File: config.mk
export PLATFORM = sky130hd
export DESIGN_NAME = win_occ_ctrl
export DESIGN_NICKNAME = d
export VERILOG_FILES = /design/src/rtl/winocc_pkg.sv /design/src/rtl/winocc_trapcode.sv /design/src/rtl/winocc_core.sv /design/src/rtl/winocc_readback.sv /design/src/rtl/win_occ_ctrl.sv
export SDC_FILE = /design/constraint.sdc
export NUM_CORES = 1
export LEC_CHECK = 0
export ABC_AREA = 0
export BUFFER_PORTS_ARGS = -buffer_cell sky130_fd_sc_hd__buf_2
export CAP_MARGIN = 20
export CORE_AREA = 2 2 102 104
export CTS_CLUSTER_SIZE = 24
export DETAILED_ROUTE_END_ITERATION = 10
export DIE_AREA = 0 0 104 106
export PLACE_DENSITY = 0.47
export SYNTH_ARGS = -nofsm -noshare
export SYNTH_HDL_FRONTEND = slang
export SYNTH_HIERARCHICAL = 1
export SYNTH_SLANG_ARGS = --single-unit
File: constraint.sdc
create_clock -name clk -period 2.1 [get_ports clk]
set_input_delay 0.21 -clock clk [delete_from_list [all_inputs] [get_ports clk]]
set_output_delay 0.21 -clock clk [all_outputs]
set_load 0.01 [all_outputs]
File: src/rtl/winocc_pkg.sv
package winocc_pkg;
  typedef enum logic [2:0] {
    OP_IDLE     = 3'd0,
    OP_ENTER    = 3'd1,
    OP_LEAVE    = 3'd2,
    OP_FLUSH    = 3'd3,
    OP_SPILLED  = 3'd4,
    OP_FILLED   = 3'd5
  } occ_op_e;

  typedef enum logic [2:0] {
    SEL_FREE    = 3'd0,
    SEL_RESTORE = 3'd1,
    SEL_OTHER   = 3'd2,
    SEL_CLEAN   = 3'd3,
    SEL_VECSEL  = 3'd4,
    SEL_PTR     = 3'd5
  } occ_sel_e;

  localparam logic [8:0] TT_SPILL_BASE = 9'h080;
  localparam logic [8:0] TT_FILL_BASE  = 9'h0C0;
  localparam logic [8:0] TT_OTHER_FLAG = 9'h020;
  localparam logic [8:0] TT_CLEAN      = 9'h024;
endpackage

File: src/rtl/winocc_trapcode.sv
module winocc_trapcode
  import winocc_pkg::*;
(
  input  logic       other_nz,
  input  logic [5:0] vecsel,
  output logic [8:0] spill_code,
  output logic [8:0] fill_code
);
  logic [8:0] term;

  always_comb begin
    if (other_nz)
      term = TT_OTHER_FLAG | {4'd0, vecsel[5:3], 2'b00};
    else
      term = {4'd0, vecsel[2:0], 2'b00};
  end

  assign spill_code = TT_SPILL_BASE | term;
  assign fill_code  = TT_FILL_BASE | term;
endmodule

File: src/rtl/winocc_core.sv
module winocc_core
  import winocc_pkg::*;
#(
  parameter int NWIN = 8,
  parameter int DW   = 8,
  localparam int CW  = $clog2(NWIN)
) (
  input  logic          clk,
  input  logic          rst,
  input  logic          cmd_valid,
  input  logic [2:0]    cmd_op,
  input  logic          wr_en,
  input  logic [2:0]    wr_sel,
  input  logic [DW-1:0] wr_data,
  input  logic [8:0]    spill_code,
  input  logic [8:0]    fill_code,
  output logic [CW-1:0] free_q,
  output logic [CW-1:0] rest_q,
  output logic [CW-1:0] other_q,
  output logic [CW-1:0] clean_q,
  output logic [5:0]    vecsel_q,
  output logic [CW-1:0] ptr_q,
  output logic          trap_q,
  output logic [8:0]    ttype_q
);
  localparam logic [CW-1:0] FREE_FULL = CW'(NWIN - 2);
  localparam logic [CW-1:0] TOP       = CW'(NWIN - 1);

  logic [CW-1:0] free_n, rest_n, other_n, clean_n, ptr_n;
  logic [5:0]    vecsel_n;
  logic          trap_n;
  logic [8:0]    ttype_n;
  occ_op_e       op;

  assign op = occ_op_e'(cmd_op);

  function automatic logic [CW-1:0] ptr_from_sw(input logic [DW-1:0] v);
    int unsigned m;
    m = int'(v) % NWIN;
    return CW'(NWIN - 1 - m);
  endfunction

  function automatic logic [CW-1:0] ptr_up(input logic [CW-1:0] p);
    return (p == TOP) ? '0 : p + 1'b1;
  endfunction

  function automatic logic [CW-1:0] ptr_down(input logic [CW-1:0] p);
    return (p == '0) ? TOP : p - 1'b1;
  endfunction

  always_comb begin
    free_n   = free_q;
    rest_n   = rest_q;
    other_n  = other_q;
    clean_n  = clean_q;
    vecsel_n = vecsel_q;
    ptr_n    = ptr_q;
    trap_n   = 1'b0;
    ttype_n  = ttype_q;
    if (cmd_valid) begin
      case (op)
        OP_ENTER: begin
          if (free_q == '0) begin
            trap_n  = 1'b1;
            ttype_n = spill_code;
          end else if (clean_q == rest_q) begin
            trap_n  = 1'b1;
            ttype_n = TT_CLEAN;
          end else begin
            free_n = free_q - 1'b1;
            rest_n = rest_q + 1'b1;
            ptr_n  = ptr_down(ptr_q);
          end
        end
        OP_LEAVE: begin
          if (rest_q == '0) begin
            trap_n  = 1'b1;
            ttype_n = fill_code;
          end else begin
            free_n = free_q + 1'b1;
            rest_n = rest_q - 1'b1;
            ptr_n  = ptr_up(ptr_q);
          end
        end
        OP_FLUSH: begin
          if (free_q != FREE_FULL) begin
            trap_n  = 1'b1;
            ttype_n = spill_code;
          end
        end
        OP_SPILLED: begin
          free_n = free_q + 1'b1;
          if (other_q == '0) rest_n = rest_q - 1'b1;
          else               other_n = other_q - 1'b1;
        end
        OP_FILLED: begin
          rest_n = rest_q + 1'b1;
          if (clean_q < TOP) clean_n = clean_q + 1'b1;
          if (other_q == '0) free_n = free_q - 1'b1;
          else               other_n = other_q - 1'b1;
        end
        default: ;
      endcase
    end else if (wr_en) begin
      case (occ_sel_e'(wr_sel))
        SEL_FREE:    free_n   = CW'(wr_data);
        SEL_RESTORE: rest_n   = CW'(wr_data);
        SEL_OTHER:   other_n  = CW'(wr_data);
        SEL_CLEAN:   clean_n  = CW'(wr_data);
        SEL_VECSEL:  vecsel_n = wr_data[5:0];
        SEL_PTR:     ptr_n    = ptr_from_sw(wr_data);
        default: ;
      endcase
    end
  end

  always_ff @(posedge clk) begin
    if (rst) begin
      free_q   <= FREE_FULL;
      rest_q   <= '0;
      other_q  <= '0;
      clean_q  <= TOP;
      vecsel_q <= '0;
      ptr_q    <= '0;
      trap_q   <= 1'b0;
      ttype_q  <= '0;
    end else begin
      free_q   <= free_n;
      rest_q   <= rest_n;
      other_q  <= other_n;
      clean_q  <= clean_n;
      vecsel_q <= vecsel_n;
      ptr_q    <= ptr_n;
      trap_q   <= trap_n;
      ttype_q  <= ttype_n;
    end
  end


  trap_holds_state_chk: assert property (@(posedge clk) disable iff (rst)
    trap_q |-> ($stable(free_q) && $stable(rest_q) && $stable(other_q) &&
                $stable(clean_q) && $stable(ptr_q)));


  trap_needs_cmd_chk: assert property (@(posedge clk) disable iff (rst)
    !cmd_valid |=> !trap_q);


  trap_code_aligned_chk: assert property (@(posedge clk) disable iff (rst)
    trap_q |-> (ttype_q[1:0] == 2'b00 && ttype_q[8] == 1'b0));


  enter_advance_chk: assert property (@(posedge clk) disable iff (rst)
    (cmd_valid && cmd_op == 3'd1 && free_q != '0 && clean_q != rest_q)
      |=> (rest_q == $past(rest_q) + 1'b1 && !trap_q));


  clean_saturate_chk: assert property (@(posedge clk) disable iff (rst)
    (cmd_valid && cmd_op == 3'd5 && clean_q == TOP) |=> (clean_q == TOP));


  leave_empty_traps_chk: assert property (@(posedge clk) disable iff (rst)
    (cmd_valid && cmd_op == 3'd2 && rest_q == '0) |=> trap_q);
endmodule

File: src/rtl/winocc_readback.sv
module winocc_readback
  import winocc_pkg::*;
#(
  parameter int NWIN = 8,
  parameter int DW   = 8,
  localparam int CW  = $clog2(NWIN)
) (
  input  logic          clk,
  input  logic          rst,
  input  logic [2:0]    rd_sel,
  input  logic [CW-1:0] free_q,
  input  logic [CW-1:0] rest_q,
  input  logic [CW-1:0] other_q,
  input  logic [CW-1:0] clean_q,
  input  logic [5:0]    vecsel_q,
  input  logic [CW-1:0] ptr_q,
  output logic [DW-1:0] rd_data
);
  localparam logic [CW-1:0] TOP = CW'(NWIN - 1);
  logic [DW-1:0] mux;

  always_comb begin
    case (occ_sel_e'(rd_sel))
      SEL_FREE:    mux = DW'(free_q);
      SEL_RESTORE: mux = DW'(rest_q);
      SEL_OTHER:   mux = DW'(other_q);
      SEL_CLEAN:   mux = DW'(clean_q);
      SEL_VECSEL:  mux = DW'(vecsel_q);
      SEL_PTR:     mux = DW'(TOP - ptr_q);
      default:     mux = '0;
    endcase
  end

  always_ff @(posedge clk) begin
    if (rst) rd_data <= '0;
    else     rd_data <= mux;
  end


  unused_sel_zero_chk: assert property (@(posedge clk) disable iff (rst)
    (rd_sel[2:1] == 2'b11) |=> (rd_data == '0));
endmodule

File: src/rtl/win_occ_ctrl.sv
module win_occ_ctrl #(
  parameter int NWIN = 8,
  parameter int DW   = 8
) (
  input  logic          clk,
  input  logic          rst,
  input  logic          cmd_valid,
  input  logic [2:0]    cmd_op,
  input  logic          wr_en,
  input  logic [2:0]    wr_sel,
  input  logic [DW-1:0] wr_data,
  input  logic [2:0]    rd_sel,
  output logic [DW-1:0] rd_data,
  output logic          trap_valid,
  output logic [8:0]    trap_type
);
  localparam int CW = $clog2(NWIN);

  logic [CW-1:0] free_q, rest_q, other_q, clean_q, ptr_q;
  logic [5:0]    vecsel_q;
  logic [8:0]    spill_code, fill_code;

  winocc_trapcode u_code (
    .other_nz   (other_q != '0),
    .vecsel     (vecsel_q),
    .spill_code (spill_code),
    .fill_code  (fill_code)
  );

  winocc_core #(.NWIN(NWIN), .DW(DW)) u_core (
    .clk        (clk),
    .rst        (rst),
    .cmd_valid  (cmd_valid),
    .cmd_op     (cmd_op),
    .wr_en      (wr_en),
    .wr_sel     (wr_sel),
    .wr_data    (wr_data),
    .spill_code (spill_code),
    .fill_code  (fill_code),
    .free_q     (free_q),
    .rest_q     (rest_q),
    .other_q    (other_q),
    .clean_q    (clean_q),
    .vecsel_q   (vecsel_q),
    .ptr_q      (ptr_q),
    .trap_q     (trap_valid),
    .ttype_q    (trap_type)
  );

  winocc_readback #(.NWIN(NWIN), .DW(DW)) u_rd (
    .clk      (clk),
    .rst      (rst),
    .rd_sel   (rd_sel),
    .free_q   (free_q),
    .rest_q   (rest_q),
    .other_q  (other_q),
    .clean_q  (clean_q),
    .vecsel_q (vecsel_q),
    .ptr_q    (ptr_q),
    .rd_data  (rd_data)
  );
endmodule

==> results.toml, run 1 <==
[outcome]
status = "finished clean"

[power]
combPwrFrac_pct = 19.9
p_sw_uw = 506
switching_share_pct = 28.9
p_leak_nw = 1.12
p_seq_share_pct = 43.6
vdd_drop_max_mv = 0.258
intPower_mw = 1.24
clkPwrFrac_pct = 36.5
power_density_nw_per_um2 = 619

[drt]
via_per_inst = 4.50
wl_per_cell_um = 13.9
drcViolationCount = 0
firstDrtPassIters = 4
vias = 2055
wl_um = 6340
first_iter_violations = 89
final_antenna_net_count = 0

[synth]
synth_largest_area_cell = "dfxtp_1"
ys.flop_type = "dfxtp_1"
yosys_warnings = 6
synth_area_leaders = "dfxtp_1 (30%), mux2i_1 (6.6%), buf_4 (5.6%)"
synth_seq_cells = 37
ys_types = 59
synth_area_per_cell_um2 = 8.46
synthCells = 287
synth.top_cell.area_share_pct = 30.5
ys_seq_area_share_pct = 30.5
syn_area_um2 = 2430
async_flop_share_pct = 0
synth_edf_count = 0

[layout]
syn_to_final_growth_pct = 16.4
layout_commonest_cell = "dfxtp_1"
final_net_count = 350
fillCellCount = 1121
drive_above_1_share_pct = 22.1
num_antenna_cells = 0
layout_common_cells = "dfxtp_1 (37), buf_2 (34), nor2_1 (34)"

[timing]
rsz0062_at_grt = "false"
totalNegativeSetupSlack_ns = 0
period_share_pct = 91.5
fmax_mhz = 520
final-max-slew-violation-count = 0
setup_slack_ns = 0.178
clock_skew_ns = 0.0114
period_needed_ns = 1.92
setup_violations = 0
hold_viol = 0

[die]
die-area_um2 = 11000
die_w_um = 104
boundaryPins = 39
core_area_um2 = 10000
start_util_pct = 24.3
die_height_um = 106
rows = 37

[place]
place.detailed.hpwl_um = 4830
numPortBuffers = 34
gp_congestion = 0.817
pre_cts_slack_ns = 0.192

[clock_network]
cts.clk_slew.worst_paths_ns = 0.09
ctsHoldBuffers = 0
cts.htree.levels = 2
cts_setup_buffers = 0
cts_repair_resize_count = 0
cts_buffer_depth = 2
clkLatencyLatePin_ns = 0.30
root_buffer = "clkbuf_8"
cts_buffers = 5
clock-sinks = 37
cts_tree = "yes"

[setup_path]
critical_path.cell_chain = "inv_1, ha_1, nor4bb_1, o31a_1, o221ai_1, or4_1, o21ai_0"
slowest_delay_ns = 0.49
path_max_fanout = 5
cp_num_buf_inv = 1
crit_path_top_delay_cell = "or4_1"
cp.required_ns = 2.32
arrival_ns = 2.14
critPathKind = "reg2reg"
cp_top_family = "simple AND/OR/NAND/NOR gates"
cp-start-kind = "register"
cp-end-kind = "register"

[grt]
grt_pass1_vias = 2036
grtUsageTotal_pct = 12.2
antenna_found_initial = 0
overflow = 0
grt_max_degree = 24
grt_pass1_wl_um = 10700

[job]
max_cap_violations = 0

[min_path]
hold_class = "in2reg"
power by group through the flow:
stage | Combinational [mW] | Sequential, mW | Clock [mW]
after floorplan | 0.253 | 0.781 | 0
after global placement | 0.345 | 0.780 | 0
after detailed placement | 0.348 | 0.780 | 0
after CTS | 0.350 | 0.763 | 0.669
after global routing | 0.392 | 0.768 | 0.692
final | 0.349 | 0.763 | 0.639
cell usage after synthesis (3+ instances only):
cell type,count
clkbuf_1,6
o21ai_0,12
and3_1,4
dfxtp_1,37
buf_4,18
nor2b_1,3
conb_1,3
nand3b_1,3
xnor2_1,8
nand2_1,12
mux2i_1,16
a21oi_1,20
inv_1,13
a22oi_1,8
ha_1,7
buf_2,4
and2_1,4
nor3_1,9
a211oi_1,10
nand2b_1,6
mux2_2,4
nor2_1,34
cell families after synthesis:
logic type | share of synthesized area, %
AO/OA/AOI/OAI | 21.5
flip-flops | 30.5
XOR/XNOR | 2.89
AND/OR/NAND/NOR | 19.6
other | 0.464
multiplexers | 9.38
adder cells (fa/ha/maj) | 5.25
buffers and inverters | 10.4
worst register-to-register path, cell delays in order (launching register included):
cell and delay, ns:
dfxtp_1 0.35, inv_1 0.13, ha_1 0.19, nor4bb_1 0.28, o31a_1 0.17, o221ai_1 0.15
or4_1 0.49, o21ai_0 0.08
routing by layer:
layer	routed length [µm]	vias up	track usage (%)
met5	0	-	0
met4	105	0	4.15
met3	249	6	2.51
met2	2850	48	19.1
met1	3140	942	16.6
li1	-	1059	-
area by class of cell:
class                   count  area, µm²  area share, %
clock buffers               6       72.6           2.57
clock inverters             2       38.8           1.37
inverters                  13       48.8           1.73
multi-input cells         215       1470           51.9
flip-flops and latches     37        741           26.2
well taps                 136        170           6.02
repair buffers             48        288           10.2
path summary, 6_finish.rpt:
| kind | startpoint | slack (ns) | cells after the start | endpoint |
|---|---|---|---|---|
| worst min-delay path | wr_data[3] | 0.14 | 3 | u_core/vecsel_q[3] |
| worst max register to register | u_core/other_q[0] | 0.18 | 7 | u_core/rest_q[0] |
| worst min register to register | u_core/ttype_q[0] | 0.50 | 2 | u_core/ttype_q[0] |
| worst max-delay path | u_core/other_q[0] | 0.18 | 7 | u_core/rest_q[0] |
sequential cells by signal, summed over array words and instances (netlist names):
register,count
u_core/rest_q,3
u_core/free_q,3
u_rd/rd_data,6
u_core/ptr_q,3
u_core/clean_q,3
u_core/vecsel_q,6
u_core/trap_q,1
u_core/ttype_q,9
u_core/other_q,3
stage by stage:
| step | hold WS (ns) | power, mW | std cells | instance area, µm² | utilization, % |
|---|---|---|---|---|---|
| floorplan | 0.282 | 1.03 | 296 | 2460 | - |
| finish | 0.140 | 1.75 | 457 | 2830 | 28.3 |
| global route | 0.149 | 1.85 | 457 | 2830 | 28.3 |
| global placement | 0.445 | 1.13 | 449 | 2720 | 27.2 |
| CTS | 0.131 | 1.78 | 457 | 2830 | 28.3 |
| detailed placement | 0.453 | 1.13 | 449 | 2720 | 27.2 |
No activity file was read; power rests on OpenSTA's default activity.
==> run 2: changes to the inputs <==
--- a/config.mk
+++ b/config.mk
@@ -13,6 +13,7 @@
 export DETAILED_ROUTE_END_ITERATION = 10
 export DIE_AREA = 0 0 104 106
 export PLACE_DENSITY = 0.47
+export RECOVER_POWER = 100
 export SYNTH_ARGS = -nofsm -noshare
 export SYNTH_HDL_FRONTEND = slang
 export SYNTH_HIERARCHICAL = 1
==> results.toml, run 2 (synthesis gave the netlist of run 1 again) <==
[outcome]
status = "finished clean"

[drt]
final_antenna_net_count = 0
via_per_inst = 4.50
wl_um = 6330
drcViolationCount = 0
wl_per_cell_um = 13.9
first_iter_violations = 111
vias = 2058
firstDrtPassIters = 4

[layout]
final_net_count = 350
layout_commonest_cell = "dfxtp_1"
num_antenna_cells = 0
ff_latch_area_um2 = 741
reg_top3 = "u_core/ttype_q x9, u_core/vecsel_q x6, u_rd/rd_data x6"
stdcell_count = 457
syn_to_final_growth_pct = 14.6
fin_util_pct = 27.8
layout_common_cells = "dfxtp_1 (37), nor2_1 (34), clkbuf_1 (23)"
top_register = "u_core/ttype_q"
fillCellCount = 1127
largest_register_ffs = 9
multiInputGateArea_um2 = 1460
drive_above_1_share_pct = 15.0

[die]
start_util_pct = 24.3
die_w_um = 104
core_area_um2 = 10000
die_height_um = 106
boundaryPins = 39
die-area_um2 = 11000
rows = 37

[setup_path]
regToRegSetupSlack_ns = 0.13
cp.required_ns = 2.24
cp-end-kind = "register"
path_max_fanout = 5
cp-start-kind = "register"
arrival_ns = 2.11
critPathKind = "reg2reg"

[clock_network]
clock-sinks = 37
cts_tree = "yes"
cts_setup_buffers = 0
ctsHoldBuffers = 0
root_buffer = "clkbuf_8"
cts_repair_resize_count = 0
clkLatencyLatePin_ns = 0.30
cts.clk_slew.worst_paths_ns = 0.09
cts.htree.levels = 2
cts_buffers = 5
cts_buffer_depth = 2

[power]
power_density_nw_per_um2 = 627
p_leak_nw = 1.03
vdd_drop_max_mv = 0.257

[timing]
final-max-slew-violation-count = 0
fmax_mhz = 509
rsz0062_at_grt = "false"
period_share_pct = 93.6
hold_viol = 0
worst_pin_slew_ns = 0.911
setup_slack_ns = 0.135
clock_skew_ns = 0.0114
max_slew_margin_pct = 39.3
setup_violations = 0
period_needed_ns = 1.97
totalNegativeSetupSlack_ns = 0

[job]
max_cap_violations = 0

[grt]
grt_pass1_wl_um = 10700
overflow = 0
antenna_found_initial = 0
grtUsageTotal_pct = 12.2
grt_pass1_vias = 2036
grt_max_degree = 24

[place]
gp_congestion = 0.817
numPortBuffers = 34
place_inst = 449
place.detailed.hpwl_um = 4830
pre_cts_slack_ns = 0.192

[min_path]
hold_class = "in2reg"
==> run 2: cell count changes in the layout (fill, tap and decap cells not counted) <==
| cell | previous run | this run |
|---|---|---|
| clkbuf_1 | 1 | 23 |
| buf_2 | 34 | 17 |
| buf_4 | 13 | 8 |
| a211oi_1 | 10 | 11 |
| a211oi_2 | 2 | 1 |
| and2_0 | 0 | 1 |
| and2_1 | 4 | 3 |
==> run 2: routing by layer <==
metal | share of wire (%) | GRT usage [%] | routed length [µm]
met4 | 1.7 | 4.15 | 106
met3 | 3.9 | 2.51 | 247
met2 | 44 | 19.1 | 2810
met1 | 50 | 16.6 | 3170
met5 | 0 | 0 | 0
==> run 2: critical path: stages (launching register included) <==
cell and delay [ns]:
dfxtp_1 0.41, inv_1 0.11, ha_1 0.23, nor4bb_1 0.14
o31a_1 0.26, o221ai_1 0.23, clkbuf_1 0.22, nor2b_1 0.16
nor3_1 0.05
==> run 2: worst paths after layout <==
check / from / end / depth (start not counted)
hold / removal: wr_data[3] / u_core/vecsel_q[3] / 3
setup reg to reg: u_core/other_q[0] / u_core/rest_q[2] / 8
setup / recovery: u_core/other_q[0] / u_core/rest_q[2] / 8
hold reg to reg: u_core/vecsel_q[5] / u_rd/rd_data[5] / 1
==> run 2: power breakdown <==
group | internal (mW) | switching (mW)
combinational | 0.145 | 0.196
clock | 0.357 | 0.284
sequential | 0.734 | 0.0292
==> run 2: final cells by class <==
cell class | instances | area share, %
multi-input cells | 215 | 52.6
flip-flops and latches | 37 | 26.6
repair buffers | 48 | 8.90
well taps | 136 | 6.12
clock buffers | 6 | 2.61
inverters | 13 | 1.75
clock inverters | 2 | 1.39
==> run 2: stage by stage <==
stage | power [mW] | hold WS (ns) | cell area [µm²]
final | 1.75 | 0.141 | 2780
after floorplan | 1.03 | 0.282 | 2460
after CTS | 1.78 | 0.131 | 2830
after global routing | 1.84 | 0.149 | 2780
after detailed placement | 1.13 | 0.453 | 2720
after global placement | 1.13 | 0.445 | 2720
